File: config.mk
export PLATFORM = sky130hd
export DESIGN_NAME = dma_burst_seq
export DESIGN_NICKNAME = d
export VERILOG_FILES = /design/src/rtl/dma_burst_pkg.sv /design/src/rtl/dreq_sampler.sv /design/src/rtl/nmi_latch.sv /design/src/rtl/xfer_counter.sv /design/src/rtl/dma_burst_seq.sv
export SDC_FILE = /design/constraint.sdc
export NUM_CORES = 1
export LEC_CHECK = 0
export ABC_AREA = 1
export BUFFER_PORTS_ARGS = -buffer_cell sky130_fd_sc_hd__buf_2
export CORE_UTILIZATION = 50
export DETAILED_ROUTE_END_ITERATION = 16
export HOLD_SLACK_MARGIN = 0.06
export PLACE_DENSITY = 0.78
export SYNTH_ARGS = -nofsm -noshare
export SYNTH_HDL_FRONTEND = slang
export SYNTH_SLANG_ARGS = --single-unit
File: constraint.sdc
create_clock -name clk -period 2.65 [get_ports clk]
set_input_delay 0.795 -clock clk [delete_from_list [all_inputs] [get_ports clk]]
set_output_delay 0.795 -clock clk [all_outputs]
set_load 0.02 [all_outputs]
File: src/rtl/dma_burst_pkg.sv
package dma_burst_pkg;
    typedef enum logic [2:0] {
        ST_IDLE,
        ST_WAIT,
        ST_LEAD1,
        ST_LEAD2,
        ST_XFER_A,
        ST_XFER_B,
        ST_GAP
    } burst_state_e;
endpackage

File: src/rtl/dreq_sampler.sv
module dreq_sampler (
    input  logic clk,
    input  logic rst_n,
    input  logic edge_mode,
    input  logic req_in,
    output logic req_hit
);
    logic req_prev;

    always_ff @(posedge clk or negedge rst_n) begin
        if (!rst_n) req_prev <= 1'b0;
        else        req_prev <= req_in;
    end

    always_comb begin
        if (edge_mode) req_hit = req_in & ~req_prev;
        else           req_hit = req_in;
    end

    // an edge hit cannot repeat in the following clock
    a_r6_edge_single: assert property (@(posedge clk) disable iff (!rst_n)
        (edge_mode && req_hit) |=> !(edge_mode && req_hit));
endmodule

File: src/rtl/nmi_latch.sv
module nmi_latch (
    input  logic clk,
    input  logic rst_n,
    input  logic nmi_in,
    input  logic nmi_clr,
    output logic flag
);
    logic nmi_d;

    always_ff @(posedge clk or negedge rst_n) begin
        if (!rst_n) begin
            nmi_d <= 1'b0;
            flag  <= 1'b0;
        end else begin
            nmi_d <= nmi_in;
            if (nmi_in && !nmi_d) flag <= 1'b1;
            else if (nmi_clr)     flag <= 1'b0;
        end
    end

    // a rising interrupt input always leaves the flag set
    a_r9_set_wins: assert property (@(posedge clk) disable iff (!rst_n)
        (nmi_in && !nmi_d) |=> flag);
endmodule

File: src/rtl/xfer_counter.sv
module xfer_counter #(
    parameter int CNT_W = 24
) (
    input  logic             clk,
    input  logic             rst_n,
    input  logic             load_en,
    input  logic [CNT_W-1:0] load_val,
    input  logic             dec_en,
    output logic [CNT_W-1:0] count,
    output logic             is_zero
);
    localparam logic [CNT_W-1:0] ONE = {{(CNT_W-1){1'b0}}, 1'b1};

    always_ff @(posedge clk or negedge rst_n) begin
        if (!rst_n)                 count <= '0;
        else if (load_en)           count <= load_val;
        else if (dec_en && !is_zero) count <= count - ONE;
    end

    assign is_zero = (count == '0);

    // each transfer lowers the count by exactly one
    a_r8_dec_by_one: assert property (@(posedge clk) disable iff (!rst_n)
        (dec_en && !load_en && !is_zero) |=> (count == $past(count) - ONE));
    // an exhausted count only changes through a load
    a_r2_no_wrap: assert property (@(posedge clk) disable iff (!rst_n)
        (is_zero && !load_en) |=> is_zero);
endmodule

File: src/rtl/dma_burst_seq.sv
module dma_burst_seq
    import dma_burst_pkg::*;
#(
    parameter int CNT_W = 24
) (
    input  logic             clk,
    input  logic             rst_n,
    input  logic             chan_en,
    input  logic             edge_mode,
    input  logic             cnt_load,
    input  logic [CNT_W-1:0] cnt_value,
    input  logic             req_in,
    input  logic             nmi_in,
    input  logic             nmi_clr,
    output logic             bus_start,
    output logic             ack_out,
    output logic             nmi_flag,
    output logic             done,
    output logic [CNT_W-1:0] remaining
);
    burst_state_e state, state_nx;
    logic req_hit, cnt_zero, load_ok, go_on;

    dreq_sampler u_samp (
        .clk(clk), .rst_n(rst_n), .edge_mode(edge_mode),
        .req_in(req_in), .req_hit(req_hit)
    );

    nmi_latch u_nmi (
        .clk(clk), .rst_n(rst_n), .nmi_in(nmi_in),
        .nmi_clr(nmi_clr), .flag(nmi_flag)
    );

    assign load_ok = cnt_load && (state == ST_IDLE);

    xfer_counter #(.CNT_W(CNT_W)) u_cnt (
        .clk(clk), .rst_n(rst_n), .load_en(load_ok), .load_val(cnt_value),
        .dec_en(state == ST_XFER_B), .count(remaining), .is_zero(cnt_zero)
    );

    // edge mode keeps going blindly; level mode needs the line high
    assign go_on = edge_mode || req_hit;

    always_comb begin
        state_nx = state;
        unique case (state)
            ST_IDLE:   if (chan_en && !cnt_zero) state_nx = ST_WAIT;
            ST_WAIT: begin
                if (!chan_en)                  state_nx = ST_IDLE;
                else if (!nmi_flag && req_hit) state_nx = ST_LEAD1;
            end
            ST_LEAD1:  state_nx = ST_LEAD2;
            ST_LEAD2: begin
                if (!chan_en)      state_nx = ST_IDLE;
                else if (nmi_flag) state_nx = ST_WAIT;
                else if (go_on)    state_nx = ST_XFER_A;
                else               state_nx = ST_WAIT;
            end
            ST_XFER_A: state_nx = ST_XFER_B;
            ST_XFER_B: state_nx = ST_GAP;
            ST_GAP: begin
                if (cnt_zero || !chan_en) state_nx = ST_IDLE;
                else if (nmi_flag)        state_nx = ST_WAIT;
                else if (go_on)           state_nx = ST_XFER_A;
                else                      state_nx = ST_WAIT;
            end
            default:   state_nx = ST_IDLE;
        endcase
    end

    always_ff @(posedge clk or negedge rst_n) begin
        if (!rst_n) begin
            state <= ST_IDLE;
            done  <= 1'b0;
        end else begin
            state <= state_nx;
            if (load_ok)                           done <= 1'b0;
            else if (state == ST_GAP && cnt_zero)  done <= 1'b1;
        end
    end

    always_comb begin
        bus_start = (state == ST_XFER_A);
        ack_out   = (state == ST_XFER_A) || (state == ST_XFER_B);
    end

    // the acknowledge spans two clocks from the start strobe
    a_r7_two_clock_ack: assert property (@(posedge clk) disable iff (!rst_n)
        bus_start |=> (ack_out && !bus_start));
    // an idle clock follows every transfer
    a_r7_idle_after: assert property (@(posedge clk) disable iff (!rst_n)
        (ack_out && !bus_start) |=> !ack_out);
    // a transfer is entered only from the lead-in or the idle clock
    a_r3_lead_in: assert property (@(posedge clk) disable iff (!rst_n)
        bus_start |-> ($past(state) == ST_LEAD2 || $past(state) == ST_GAP));
    // a pending flag blocks the next transfer
    a_r10_abort: assert property (@(posedge clk) disable iff (!rst_n)
        (state == ST_GAP && nmi_flag) |=> !bus_start);
    // completion at the idle clock always raises done
    a_r12_done_first: assert property (@(posedge clk) disable iff (!rst_n)
        (state == ST_GAP && cnt_zero) |=> (done && state == ST_IDLE));
    // done implies an exhausted count
    a_r8_done_zero: assert property (@(posedge clk) disable iff (!rst_n)
        done |-> (remaining == '0));
endmodule

== Word level (Yosys, flattened, before mapping) ==
Cells that the tools add are included.
Storage, ports and cells
  register bits after elaboration: 31
  input port bits: 32
  logic and storage cells: 51
Operators by class
  add/subtract/negate cells: 1
  equal/unequal tests: 8
  muxes and demuxes: 15
  bitwise operators: 2
  reduce and logical (&&, ||, !) cells: 19
Operator list (count)
  2-to-1 mux 24 bit: 2
  zero test 24 bit: 1
  subtractor 24 x 1 -> 24 bit (second input constant): 1
  2-to-1 mux 3 bit: 7
  one-hot mux 3 bit (7 select lines): 1
  equality test 3 bit (second input constant): 3
  equality test 3 x 2 -> 1 bit (second input constant): 2
  logical AND 1 bit: 6
  nonzero test 2 bit: 3
  2-to-1 mux 1 bit: 5
  zero test 1 bit: 4
  equality test 3 x 1 -> 1 bit (second input constant): 1
  zero test 3 bit: 1
  logical OR 1 bit: 3
  inequality test 3 bit (second input constant): 1
  inequality test 2 x 1 -> 1 bit (second input constant): 1
  AND reduction 2 bit: 1
  bitwise AND 1 bit: 1
  NOT 1 bit: 1

== Longest topological paths before layout ==
  depth after elaboration: 8
  mapped depth: 14

== By module ==
A second synthesis with hierarchy kept.
Unflattened totals
  cells, all modules: 350
  area total of the unflattened synthesis: 2265.9 µm²
By module, submodules not included
  xfer_counter: instances 1, cells each 289, area each 1846.8 µm², sequential area each 600.6 µm²
  dma_burst_seq: instances 1, cells each 51, area each 312.8 µm², sequential area each 100.1 µm²
  nmi_latch: instances 1, cells each 7, area each 68.8 µm², sequential area each 50.0 µm²
  dreq_sampler: instances 1, cells each 3, area each 37.5 µm², sequential area each 25.0 µm²

== Least setup slack after synthesis ==
OpenSTA, ideal clock, no wires.
  path type: flip-flop to output port
  start point: register state[1]
  end point: output bus_start
  arrival time: 1.081 ns
  required time: 1.855 ns
  path slack: 0.774 ns
  cell stages (with the launch flop): 4
  buffers on the path: 0
  path through: dfrtp_1 nor2_2 inv_2 nor2_1
Between the ends
  word-level cells in the longest chain between the ends: 1
RTL lines
  from (decl): RTL line dma_burst_seq.sv:21  | burst_state_e state, state_nx;
  from (signal assigned): RTL line dma_burst_seq.sv:76  | state <= state_nx;
  equality test 3 bit: RTL line dma_burst_seq.sv:83  | bus_start = (state == ST_XFER_A);
  to (decl): RTL line dma_burst_seq.sv:15  | output logic bus_start,
Every way passes these cells.

== Worst setup path after layout ==
  start point: register state[2]
  end point: output bus_start
The elaborated chain is that of the path after synthesis.

==> run_results.csv <==
group,metric,value,unit
routing,antenna_left,0,
clocking,h-tree-depth,2,
setup_path,path_cells,"inv_2 -> nor2_2 -> inv_2 -> nor2_1 -> buf_2",
setup_path,start_kind,"register",
global_route,grt_pass1_wl,8600,um
sta,drv_slew,0,
final_layout,final_nets,434,
sta,finalWorstSetupSlack,665,ps
final_layout,drive_gt1_frac,0.204,
clocking,post_cts_resized,0,
clocking,cts.sink_count,31,
sta,tightest_slew,699,ps
clocking,tritoncts,"yes",
placed_design,dp_hpwl,3920,um
routing,vias,2228,
setup_path,setup.worst_path.end_class,"primary output",
synth,syn_nets,376,
synth,ys_seq_elements,31,
clocking,cts_hold_buf,0,
placed_design,place_ws,643,ps
clocking,insertion_delay,280,ps
synth,synth_top_flop_cell,"dfrtp_1",
run_status,status,"complete, no violations",
synth,synth_top_area_frac,0.351,
sta,rsz0062_at_grt,"false",
synth,synth.avg_cell_area,6.46,um2
final_layout,syn_to_final_growth,17.8,%
setup_path,crit_fanout,4,
sta,max_freq,504,MHz
routing,drc,0,
sta,hold_viol,0,
floorplanning,start_util,0.537,
floorplanning,die_w,68.5,um
setup_path,cpMaxStageDelayCell,"dfrtp_1",
synth,synth.largest_area_cell,"dfrtp_1",
clocking,cts_max_path_buffers,2,
floorplanning,rows,23,
flow_run,cap_viol_max_count,0,
setup_path,crit_top_cell,"inv_2",
placed_design,gp_routability_congestion,0.896,
synth,async_reset_ff_frac,1.00,
synth,ys.warnings.count,0,
sta,finalCriticalPeriod,1990,ps
hold_path,hp-class,"register to register",
routing,dr.pass1.iters,4,
power_and_ir_drop,power_density,1220,nW/um2
final_layout,antennaDiodeCount,0,
setup_path,crit_type,"register to primary output",
global_route,grt_max_degree,32,
sta,finalCritPeriodShare,0.749,
global_route,antenna_found_initial,0,
setup_path,worst_path_largest_cell_delay,410,ps
sta,relSlewSlack,0.534,
floorplanning,core-area,4120,um2
floorplanning,die_area,4690,um2
floorplanning,die_height,68.5,um
global_route,grt_pass1_vias,1984,
global_route,grt.total_usage,0.250,
routing,wl_per_cell,11.5,um
placed_design,dp_cells,443,
synth,syn-cell-area,2210,um2
synth,synthCells,342,
clocking,clk_pin_slew,70,ps
setup_path,critical_path_arrival,1190,ps
placed_design,io_buffers,59,
setup_path,cp_num_buf_inv,3,
routing,wl,5180,um
sta,tns,0,ps
clocking,cts_made_buffers,5,
clocking,cts_root_buf,"clkbuf_8",
clocking,cts_setup_buffers,0,
synth,synth-seq-area-share,0.351,
sta,fin_worst_skew,2.89,ps
routing,drt_iter0_markers,127,
sta,setup_violations,0,
synth,yosysUniqueCellTypes,29,
routing,viasPerCell,4.94,
setup_path,path_delay_family,"flip-flops",
synth,synth_edf_count,0,
floorplanning,ios,60,
synth,synth_area_leaders,"dfrtp_1 35%, nand2_1 21%, nor2_1 12%",
power_and_ir_drop,p_leak,1.45,nW
setup_path,cp.required,1860,ps
power_and_ir_drop,irDropWorstVdd,551,uV
global_route,grt-ovfl-total,0,
final_layout,final_cells,451,
## logic make-up after synthesis
logic type                 count (synthesis)  share of synthesized area
buffers and inverters                     41                     0.0878
xor gates and xnor gates                   8                     0.0317
muxes                                      1                    0.00453
AOI/OAI and AO/OA                         30                     0.0787
adders and majority gates                  2                     0.0113
DFF                                       31                      0.351
and+or+nand+nor                          229                      0.435
## cell type report
type | instances | area (um2)
fill | 409 | 1510
timing repair buffer | 60 | 303
sequential | 31 | 776
clock buffer | 8 | 100
multi-input combinational | 270 | 1240
tap | 50 | 62.6
inverter | 32 | 123
## cells in the mapped netlist (2+ instances only)
master and number:
o21ai_1 8, inv_1 28, buf_4 3, nor2_1 69, nor2_2 5, o22ai_1 3
o211ai_1 4, nand2_1 124, nor2_4 2, xor2_1 8, ha_1 2, nand4_1 3
inv_2 3, nand3_1 18, buf_6 3, buf_2 3, nand2_4 2, o21ai_0 11
dfrtp_1 31, nand3b_1 3
## worst reg2reg max path, delay by kind of cell (launching register included)
kind | cells | cell delay (ps)
buffers and inverters | 3 | 460
adders and majority gates | 1 | 170
and+or+nand+nor | 9 | 800
DFF | 1 | 400
## placed cells by master, fill, tap and decap left out, drive strengths merged, types with 2 or more instances in the layout
master  synthesis  routed
o21ai          19      19
nand2         127     127
ha              2       2
nand3b          3       3
nor2           76      76
dfrtp          31      31
o211ai          4       4
nand4           3       3
xor2            8       8
o22ai           3       3
nand3          19      19
buf             9      60
inv            32      32
clkbuf          0       8
## sequential cells by signal, indices dropped and copies added (netlist names)
signal / cells
done: 1
u_cnt.count: 24
u_nmi.nmi_d: 1
u_samp.req_prev: 1
u_nmi.flag: 1
state: 3
## through the flow
stage,hold WS (ps),cell area [um2],utilization,power [W]
floorplan,418,2210,-,0.00235
global placement,422,2500,0.608,0.00273
detailed placement,454,2500,0.608,0.00276
CTS,459,2600,0.633,0.00319
global route,473,2600,0.633,0.00352
finish,455,2600,0.633,0.00317
## metal layers
metal	up-vias	share of wire	wire length [um]	GRT usage
met5	-	0	0	0
met2	53	0.47	2430	0.429
met4	0	0.011	55	0.0729
met3	6	0.049	253	0.0600
li1	1188	-	-	-
met1	981	0.47	2450	0.308
## path summary, 6_finish.rpt
kind	start	to	slack, ps	cells past startpoint
max in group asynchronous	rst_n	u_cnt.count[20]	1640	1
hold / removal	u_nmi.nmi_d	u_nmi.flag	450	1
setup / recovery	state[2]	bus_start	660	5
setup reg to reg	u_cnt.count[0]	u_cnt.count[13]	710	13
hold reg to reg	u_nmi.nmi_d	u_nmi.flag	450	1
min in group asynchronous	rst_n	u_cnt.count[3]	560	1
## where the power goes
part | internal, W | switching, W
clock | 0.000237 | 0.000175
combinational | 0.000610 | 0.00122
sequential | 0.000670 | 0.000266
(Power assumes the default switching activity.)
